[src/rtl/kbm_pkg.sv]
package kbm_pkg;
   localparam int ST_OBF = 0;
   localparam int ST_IBF = 1;
   localparam int ST_CMD = 3;
   localparam int ST_OVR = 5;
   localparam logic [7:0] CMD_ENTER_RAM = 8'hB4;
   localparam logic [7:0] CMD_LEAVE_RAM = 8'hFE;
   localparam logic [7:0] REPLY_ACK     = 8'hFA;
endpackage

[src/rtl/kbm_host_dec.sv]
module kbm_host_dec #(
   parameter int AW = 8,
   parameter int DW = 8,
   parameter logic [AW-1:0] DATA_ADDR = 'h60,
   parameter logic [AW-1:0] CTRL_ADDR = 'h64
) (
   input  logic          hst_stb,
   input  logic          hst_wr,
   input  logic [AW-1:0] hst_addr,
   input  logic [DW-1:0] status,
   input  logic [DW-1:0] obuf,
   output logic          wr_data,
   output logic          wr_ctrl,
   output logic          rd_data,
   output logic [DW-1:0] hst_rdata
);
   logic hit_data, hit_ctrl, rd_ctrl;

   assign hit_data = hst_stb && (hst_addr == DATA_ADDR);
   assign hit_ctrl = hst_stb && (hst_addr == CTRL_ADDR);
   assign wr_data  = hit_data && hst_wr;
   assign wr_ctrl  = hit_ctrl && hst_wr;
   assign rd_data  = hit_data && !hst_wr;
   assign rd_ctrl  = hit_ctrl && !hst_wr;

   always_comb begin
      if (rd_ctrl)      hst_rdata = status;
      else if (rd_data) hst_rdata = obuf;
      else              hst_rdata = '0;
   end
endmodule

[src/rtl/kbm_inbuf.sv]
module kbm_inbuf #(
   parameter int DW = 8,
   parameter int CONSUME_DLY = 4
) (
   input  logic          clk,
   input  logic          rst_n,
   input  logic          wr_data,
   input  logic          wr_ctrl,
   input  logic [DW-1:0] wdata,
   output logic          ibf,
   output logic [DW-1:0] byte_q,
   output logic          cmd_q,
   output logic          ovr,
   output logic          consume
);
   localparam int CW = (CONSUME_DLY > 1) ? $clog2(CONSUME_DLY) : 1;

   logic any_wr, accept, last;

   assign any_wr  = wr_data || wr_ctrl;
   assign accept  = any_wr && !ibf;
   assign consume = ibf && last;

   generate
      if (CONSUME_DLY == 1) begin : g_nodly
         assign last = 1'b1;
      end else begin : g_cnt
         logic [CW-1:0] cnt;
         always_ff @(posedge clk) begin
            if (!rst_n)                  cnt <= '0;
            else if (accept)             cnt <= CW'(CONSUME_DLY - 1);
            else if (ibf && cnt != '0)   cnt <= cnt - 1'b1;
         end
         assign last = (cnt == '0);
      end
   endgenerate

   always_ff @(posedge clk) begin
      if (!rst_n) begin
         ibf    <= 1'b0;
         byte_q <= '0;
         cmd_q  <= 1'b0;
         ovr    <= 1'b0;
      end else begin
         if (accept) begin
            ibf    <= 1'b1;
            byte_q <= wdata;
            cmd_q  <= wr_ctrl;
         end else if (consume) begin
            ibf    <= 1'b0;
         end
         if (any_wr && ibf) ovr <= 1'b1;
      end
   end
endmodule

[src/rtl/kbm_cmd_dec.sv]
module kbm_cmd_dec #(
   parameter int DW = 8
) (
   input  logic          clk,
   input  logic          rst_n,
   input  logic          consume,
   input  logic [DW-1:0] byte_q,
   input  logic          cmd_q,
   output logic          ack_load,
   output logic          pass_valid,
   output logic          scratch_mode,
   output logic          rst_req
);
   import kbm_pkg::*;

   logic is_enter, is_leave;

   assign is_enter   = consume && cmd_q && (byte_q == DW'(CMD_ENTER_RAM));
   assign is_leave   = consume && cmd_q && (byte_q == DW'(CMD_LEAVE_RAM));
   assign ack_load   = is_enter;
   assign pass_valid = consume && !is_enter && !is_leave;

   always_ff @(posedge clk) begin
      if (!rst_n) begin
         scratch_mode <= 1'b0;
         rst_req      <= 1'b0;
      end else begin
         rst_req <= is_leave && !scratch_mode;
         if (is_enter)      scratch_mode <= 1'b1;
         else if (is_leave) scratch_mode <= 1'b0;
      end
   end
endmodule

[src/rtl/kbm_outbuf.sv]
module kbm_outbuf #(
   parameter int DW = 8
) (
   input  logic          clk,
   input  logic          rst_n,
   input  logic          ack_load,
   input  logic [DW-1:0] ack_byte,
   input  logic          tx_valid,
   input  logic [DW-1:0] tx_byte,
   input  logic          rd_data,
   output logic          tx_ready,
   output logic          obf,
   output logic [DW-1:0] obuf
);
   assign tx_ready = !obf && !ack_load;

   always_ff @(posedge clk) begin
      if (!rst_n) begin
         obf  <= 1'b0;
         obuf <= '0;
      end else if (ack_load) begin
         obf  <= 1'b1;
         obuf <= ack_byte;
      end else if (tx_valid && tx_ready) begin
         obf  <= 1'b1;
         obuf <= tx_byte;
      end else if (rd_data) begin
         obf  <= 1'b0;
      end
   end
endmodule

[src/rtl/kbm_mailbox.sv]
module kbm_mailbox #(
   parameter int AW = 8,
   parameter int DW = 8,
   parameter logic [AW-1:0] DATA_ADDR = 'h60,
   parameter logic [AW-1:0] CTRL_ADDR = 'h64,
   parameter int CONSUME_DLY = 4
) (
   input  logic          clk,
   input  logic          rst_n,
   input  logic          hst_stb,
   input  logic          hst_wr,
   input  logic [AW-1:0] hst_addr,
   input  logic [DW-1:0] hst_wdata,
   output logic [DW-1:0] hst_rdata,
   output logic          loc_rx_valid,
   output logic [DW-1:0] loc_rx_byte,
   output logic          loc_rx_cmd,
   input  logic          loc_tx_valid,
   input  logic [DW-1:0] loc_tx_byte,
   output logic          loc_tx_ready,
   output logic          scratch_mode,
   output logic          sys_rst_req
);
   import kbm_pkg::*;

   if (DW < 8) begin : g_bad_dw
      $error("kbm_mailbox: DW must be at least 8");
   end
   if (CONSUME_DLY < 1) begin : g_bad_dly
      $error("kbm_mailbox: CONSUME_DLY must be at least 1");
   end
   if (DATA_ADDR == CTRL_ADDR) begin : g_bad_addr
      $error("kbm_mailbox: port addresses must differ");
   end

   logic          wr_data, wr_ctrl, rd_data;
   logic          ibf, cmd_q, ovr, consume;
   logic [DW-1:0] byte_q;
   logic          ack_load, pass_valid;
   logic          obf;
   logic [DW-1:0] obuf_q;
   logic [DW-1:0] status;

   always_comb begin
      status         = '0;
      status[ST_OBF] = obf;
      status[ST_IBF] = ibf;
      status[ST_CMD] = cmd_q;
      status[ST_OVR] = ovr;
   end

   kbm_host_dec #(.AW(AW), .DW(DW), .DATA_ADDR(DATA_ADDR), .CTRL_ADDR(CTRL_ADDR)) u_dec (
      .hst_stb  (hst_stb),
      .hst_wr   (hst_wr),
      .hst_addr (hst_addr),
      .status   (status),
      .obuf     (obuf_q),
      .wr_data  (wr_data),
      .wr_ctrl  (wr_ctrl),
      .rd_data  (rd_data),
      .hst_rdata(hst_rdata)
   );

   kbm_inbuf #(.DW(DW), .CONSUME_DLY(CONSUME_DLY)) u_in (
      .clk    (clk),
      .rst_n  (rst_n),
      .wr_data(wr_data),
      .wr_ctrl(wr_ctrl),
      .wdata  (hst_wdata),
      .ibf    (ibf),
      .byte_q (byte_q),
      .cmd_q  (cmd_q),
      .ovr    (ovr),
      .consume(consume)
   );

   kbm_cmd_dec #(.DW(DW)) u_cmd (
      .clk         (clk),
      .rst_n       (rst_n),
      .consume     (consume),
      .byte_q      (byte_q),
      .cmd_q       (cmd_q),
      .ack_load    (ack_load),
      .pass_valid  (pass_valid),
      .scratch_mode(scratch_mode),
      .rst_req     (sys_rst_req)
   );

   kbm_outbuf #(.DW(DW)) u_out (
      .clk     (clk),
      .rst_n   (rst_n),
      .ack_load(ack_load),
      .ack_byte(DW'(REPLY_ACK)),
      .tx_valid(loc_tx_valid),
      .tx_byte (loc_tx_byte),
      .rd_data (rd_data),
      .tx_ready(loc_tx_ready),
      .obf     (obf),
      .obuf    (obuf_q)
   );

   assign loc_rx_valid = pass_valid;
   assign loc_rx_byte  = byte_q;
   assign loc_rx_cmd   = cmd_q;
endmodule

[config.mk]
export PLATFORM = sky130hd
export DESIGN_NAME = kbm_mailbox
export DESIGN_NICKNAME = d
export VERILOG_FILES = /design/src/rtl/kbm_pkg.sv /design/src/rtl/kbm_host_dec.sv /design/src/rtl/kbm_inbuf.sv /design/src/rtl/kbm_cmd_dec.sv /design/src/rtl/kbm_outbuf.sv /design/src/rtl/kbm_mailbox.sv
export SDC_FILE = /design/constraint.sdc
export NUM_CORES = 1
export LEC_CHECK = 0
export ABC_AREA = 1
export CORE_UTILIZATION = 46
export CTS_CLUSTER_DIAMETER = 30
export DETAILED_ROUTE_END_ITERATION = 10
export PLACE_DENSITY = 0.8
export REMOVE_ABC_BUFFERS = 1
export SLEW_MARGIN = 0
export SYNTH_ARGS = -nofsm -noshare
export SYNTH_HDL_FRONTEND = slang
export SYNTH_SLANG_ARGS = --single-unit
[constraint.sdc]
create_clock -name clk -period 2.54 [get_ports clk]
set_clock_uncertainty 0.15 [all_clocks]
set_input_delay 0.508 -clock clk [delete_from_list [all_inputs] [get_ports clk]]
set_output_delay 0.508 -clock clk [all_outputs]
set_load 0.1 [all_outputs]
==> results of run 1 <==
power groups by stage:
| stage | Combinational [mW] | Sequential [mW] | Clock (mW) |
|---|---|---|---|
| after floorplan | 0.0518 | 0.405 | 0 |
| after global placement | 0.121 | 0.404 | 0 |
| after detailed placement | 0.126 | 0.405 | 0 |
| after CTS | 0.133 | 0.397 | 0.289 |
| after global routing | 0.155 | 0.398 | 0.302 |
| final | 0.143 | 0.397 | 0.287 |
final timing paths:
path | start | end | slack [ns] | cells after the start
min | u_cmd.scratch_mode | u_cmd.rst_req | 0.34 | 1
min reg2reg | u_cmd.scratch_mode | u_cmd.rst_req | 0.34 | 1
max reg2reg | u_in.g_cnt.cnt[0] | u_out.obuf[6] | 0.90 | 8
max | hst_wr | hst_rdata[7] | -0.02 | 7
placed cells by master, fill, tap and decap left out, drive strengths merged:
cell,count
nor2,49
nand4,7
clkdlybuf4s50,19
dlygate4sd2,5
bufinv,1
ha,1
nor3,6
buf,44
nand2,44
nand3,8
dfxtp,24
and3b,1
clkinv,1
inv,32
nor3b,3
nand3b,1
a21oi,3
o21ai,7
or2,1
dlymetal6s2s,4
clkbuf,3
layer usage:
layer,up-vias,part of all wire
met5,-,0
met4,0,0.037
met3,16,0.053
met2,63,0.54
met1,683,0.37
li1,734,-
cell type report:
class / count / area [µm²] / share of cell area
clock buffers: 3 / 22.5 / 0.0105
clock inverters: 1 / 30.0 / 0.0140
inverters: 33 / 124 / 0.0579
multi-input cells: 131 / 703 / 0.328
flip-flops and latches: 24 / 480 / 0.224
well taps: 30 / 37.5 / 0.0175
repair buffers: 72 / 743 / 0.347
through the flow:
step           cells  total power, mW  setup TNS, ns
6_report         294            0.828        -0.0179
5_1_grt          294            0.855        -0.0458
4_1_cts          290            0.819              0
3_5_place_dp     282            0.530         -0.750
3_3_place_gp     282            0.525         -0.388
2_1_floorplan    188            0.457         -10.73
synthesized netlist by cell type:
library cell / count / area [µm²]
a21oi_1: 3 / 15.0
and3b_1: 1 / 8.76
buf_2: 3 / 15.0
clkbuf_1: 2 / 7.51
clkinv_1: 1 / 3.75
dfxtp_1: 24 / 480
ha_1: 1 / 12.5
inv_1: 30 / 113
inv_2: 2 / 7.51
nand2_1: 43 / 161
nand2_2: 1 / 6.26
nand3_1: 6 / 30.0
nand3_2: 1 / 10.0
nand3_4: 1 / 17.5
nand3b_1: 1 / 7.51
nand4_1: 6 / 37.5
nand4_2: 1 / 12.5
nor2_1: 46 / 173
nor2_2: 2 / 12.5
nor2_4: 1 / 11.3
nor3_1: 5 / 25.0
nor3_4: 1 / 16.3
nor3b_1: 3 / 22.5
o21ai_0: 6 / 30.0
o21ai_4: 1 / 16.3
or2_2: 1 / 6.26
critical path, delay by kind of cell:
family        cells  cell delay [ns]
simple gates      2             0.33
buf+inv           5             1.04
timing repair:
action,in CTS,in global routing
gates resized for setup,24,9
setup endpoints to repair,7,9
pin swaps,5,7
hold buffers,0,0
setup buffers,4,4
cell families after synthesis:
kind of cell / Yosys count / share of synthesized area
flops: 24 / 0.382
compound gates: 10 / 0.0487
fa+ha+maj: 1 / 0.00994
simple gates: 120 / 0.443
buf+inv: 38 / 0.116
==> flow_metrics.env, run 1 <==
export IMPL_avgSynthCellArea_um2=6.52
export IMPL_initial_core_util=0.499
export IMPL_relSlewSlack=0.780
export IMPL_clk_pin_slew_ns=0.15
export IMPL_endpoint_kind="output pin"
export IMPL_grt_pass1_vias=1431
export IMPL_core_rowCount=18
export IMPL_p_per_area_nw_per_um2=387
export IMPL_drt_iter0_markers=43
export IMPL_htree_num_levels=1
export IMPL_finalCoreUtilization=0.849
export IMPL_grt_antenna_before_repair=0
export IMPL_areaGrowthSynthToFinish_pct=70.1
export IMPL_ys_ff_latch=24
export IMPL_core_area_um2=2520
export IMPL_grt_max_degree=22
export IMPL_drc=0
export IMPL_max_clock_freq_mhz=391
export IMPL_netSwitchingFraction=0.252
export IMPL_yosys_warnings=0
export IMPL_met2_usage=0.551
export IMPL_syn_area_um2=1260
export IMPL_use_met1=0.320
export IMPL_grt_busiest_layer="met2"
export IMPL_num_antenna_cells=0
export IMPL_slew_violations=0
export IMPL_dp_hpwl_um=2690
export IMPL_cts_tree="done"
export IMPL_postRouteAntennaNets=0
export IMPL_setup_violations=1
export IMPL_p_comb_frac=0.173
export IMPL_grt_overflow_total=0
export IMPL_violations="negative setup slack"
export IMPL_post_dp_cell_area_um2=1950
export IMPL_yosysSeqAreaShare=0.382
export IMPL_place_worst_setup_slack_ns=-0.186
export IMPL_start_kind="input pin"
export IMPL_final_area_um2=2140
export IMPL_wirelength_um=4280
export IMPL_place_congestion=0.794
export IMPL_grtUsageTotal=0.295
export IMPL_die_height_um=54.3
export IMPL_postLayoutSetupSlackWorst_ns=-0.0179
export IMPL_p_leak_nw=1.07
export IMPL_wl_per_cell_um=14.6
export IMPL_clock_sinks=24
export IMPL_outcome="finished with violations"
export IMPL_seqPwrFrac=0.480
export IMPL_fillers=158
export IMPL_p_clk_frac=0.347
export IMPL_ir_drop_mv=0.452
export IMPL_clk_latency_ns=0.33
export IMPL_vias=1496
export IMPL_io_pins=50
export IMPL_cp_max_fo=4
export IMPL_syn_inst=193
export IMPL_slowest_stage="clkdlybuf4s50_1"
export IMPL_post_route_min_period_ns=2.56
export IMPL_reg_top3="u_in.byte_q: 8 flops, u_out.obuf: 8 flops, u_in.g_cnt.cnt: 2 flops"
export IMPL_worstHoldPathType="register to register"
export IMPL_cts_root_buf="clkbuf_4"
export IMPL_power_switching_mw=0.209
export IMPL_post_route_period_util=1.01
export IMPL_crit_arrival_ns=1.90
export IMPL_worst_ep_required_time_ns=1.88
export IMPL_internal_power_mw=0.619
export IMPL_drive_gt1_frac=0.288
export IMPL_cts_buffer_depth=2
export IMPL_cts_buffers=3
export IMPL_tightestPinTransition_ns=0.329
export IMPL_nets=295
export IMPL_worstSetupPathType="input pin to output pin"
export IMPL_maxCapViolCount=0
export IMPL_hold_slack_ns=0.340
export IMPL_cpPeakStageDelay_ns=0.45
export IMPL_die_area_um2=2950
export IMPL_synth_cell_types=26
export IMPL_io_buffers=49
export IMPL_viasPerCell=5.09
export IMPL_grt_use_met3=0.0556
export IMPL_final_hold_viol_count=0
export IMPL_die_width_um=54.3
export IMPL_grt_pass1_wl_um=6150
export IMPL_drtPass1Iterations=4
export IMPL_cpMostUsedCell="buf_4"
export IMPL_cp_cell_sequence="clkdlybuf4s50_1 -> inv_2 -> nand3_2 -> buf_4 -> nor3b_2 -> buf_4 -> buf_12"
Power figures use the tool's default switching activity.
==> run 2, diff against run 1 <==
--- a/config.mk
+++ b/config.mk
@@ -9,7 +9,7 @@
 export CORE_UTILIZATION = 46
 export CTS_CLUSTER_DIAMETER = 30
 export DETAILED_ROUTE_END_ITERATION = 10
-export PLACE_DENSITY = 0.8
+export PLACE_DENSITY = 0.87
 export REMOVE_ABC_BUFFERS = 1
 export SLEW_MARGIN = 0
 export SYNTH_ARGS = -nofsm -noshare
==> flow_metrics.env, run 2 (same netlist as run 1, synthesis figures left out) <==
export IMPL_wl_per_cell_um=13.1
export IMPL_viasPerCell=5.04
export IMPL_worstSetupPathType="input pin to output pin"
export IMPL_drtPass1Iterations=4
export IMPL_crit_arrival_ns=1.85
export IMPL_post_route_period_util=0.988
export IMPL_final_area_um2=2120
export IMPL_hold_slack_ns=0.351
export IMPL_grt_overflow_total=0
export IMPL_wirelength_um=3800
export IMPL_maxCapViolCount=0
export IMPL_die_height_um=54.3
export IMPL_p_leak_nw=1.05
export IMPL_ir_drop_mv=0.501
export IMPL_grt_use_met3=0.0583
export IMPL_slew_violations=0
export IMPL_drt_iter0_markers=42
export IMPL_finalCoreUtilization=0.842
export IMPL_grt_pass1_wl_um=5490
export IMPL_io_buffers=49
export IMPL_cp_max_fo=5
export IMPL_die_width_um=54.3
export IMPL_layout_common_cells="nor2_1, nand2_1, buf_4"
export IMPL_dp_hpwl_um=2470
export IMPL_reg_top3="u_in.byte_q: 8 flops, u_out.obuf: 8 flops, u_in.g_cnt.cnt: 2 flops"
export IMPL_post_route_min_period_ns=2.51
export IMPL_grtUsageTotal=0.264
export IMPL_cts_buffers=3
export IMPL_num_antenna_cells=0
export IMPL_start_kind="input pin"
export IMPL_htree_num_levels=1
export IMPL_die_area_um2=2950
export IMPL_p_per_area_nw_per_um2=383
export IMPL_grt_max_degree=22
export IMPL_initial_core_util=0.499
export IMPL_clk_latency_ns=0.33
export IMPL_clk_pin_slew_ns=0.13
export IMPL_place_congestion=0.774
export IMPL_core_rowCount=18
export IMPL_layout_commonest_cell="nor2_1"
export IMPL_grt_antenna_before_repair=0
export IMPL_post_dp_cell_area_um2=1950
export IMPL_setup_violations=0
export IMPL_drive_gt1_frac=0.285
export IMPL_postRouteAntennaNets=0
export IMPL_cts_root_buf="clkbuf_4"
export IMPL_dp_cells=282
export IMPL_vias=1461
export IMPL_worst_ep_required_time_ns=1.88
export IMPL_outcome="finished clean"
export IMPL_met2_usage=0.472
export IMPL_instances_no_fill=290
export IMPL_worstHoldPathType="input pin to register"
export IMPL_areaGrowthSynthToFinish_pct=68.8
export IMPL_relSlewSlack=0.770
export IMPL_nets=291
export IMPL_fillers=153
export IMPL_grt_busiest_layer="met2"
export IMPL_grt_pass1_vias=1244
export IMPL_max_clock_freq_mhz=398
export IMPL_endpoint_kind="output pin"
export IMPL_use_met1=0.307
export IMPL_final_setup_tns_ns=0
export IMPL_cts_tree="done"
export IMPL_tightestPinTransition_ns=0.342
export IMPL_final_hold_viol_count=0
export IMPL_drc=0
export IMPL_clock_sinks=24
export IMPL_core_area_um2=2520
export IMPL_cts_buffer_depth=2
export IMPL_io_pins=50
run 2: changes by cell type in the layout (fill, tap and decap cells not counted), moves of 2 or more:
cell / change
buf_4: -5
dlygate4sd2_1: -2
nand2_1: -2
nand2_2: +2
nor3_2: +2
run 2: through the flow:
| stage | power (mW) | setup slack [ns] |
|---|---|---|
| 2_1_floorplan | 0.457 | -1.46 |
| 3_3_place_gp | 0.525 | -0.111 |
| 3_5_place_dp | 0.528 | -0.130 |
| 4_1_cts | 0.807 | 0.00590 |
| 5_1_grt | 0.846 | -0.0316 |
| 6_report | 0.814 | 0.0304 |
run 2: worst paths after layout:
kind / endpoint / from / slack [ns] / depth (start not counted)
worst max-delay path: hst_rdata[1] / hst_addr[3] / 0.03 / 8
worst min-delay path: u_in.cmd_q / hst_addr[2] / 0.35 / 3
worst max register to register: u_out.obuf[2] / u_in.g_cnt.cnt[0] / 0.93 / 9
worst min register to register: u_cmd.rst_req / u_cmd.scratch_mode / 0.36 / 1
run 2: critical path, cell delays in order:
cell and delay, ns:
clkdlybuf4s50_1 0.42, nor2_2 0.14, nand2_2 0.12, nor2_4 0.22, nand2_1 0.08, o21ai_1 0.07
buf_4 0.13, buf_12 0.16
run 2: layout make-up:
class                      count  area (µm²)  area share
tap                           30        37.5      0.0177
timing repair buffer          68         722       0.340
inverter                      33         124      0.0583
clock buffer                   3        22.5      0.0106
multi-input combinational    131         708       0.333
clock inverter                 1        30.0      0.0141
sequential                    24         480       0.226
run 2: timing repair:
action / CTS / global route
cloned: 0 / 0
resized for setup: 23 / 12
buffers inserted: 1 / 4
pin swaps: 5 / 8
endpoints found under the setup margin: 8 / 9
hold buffers: 0 / 0
hold endpoints to repair: 0 / 0
run 2: metal layers:
metal / vias to the layer above / part of all wire / wire [µm]
li1: 723 / - / -
met1: 653 / 0.38 / 1460
met2: 67 / 0.50 / 1900
met3: 18 / 0.075 / 285
met4: 0 / 0.041 / 156
met5: - / 0 / 0
run 2: where the power goes:
part           total [mW]  switching [mW]  internal, mW  leakage (nW)
Sequential          0.398         0.00879         0.389         0.195
Combinational       0.134          0.0665        0.0678         0.830
Clock               0.282           0.122         0.160        0.0279
Total               0.814           0.197         0.617          1.05
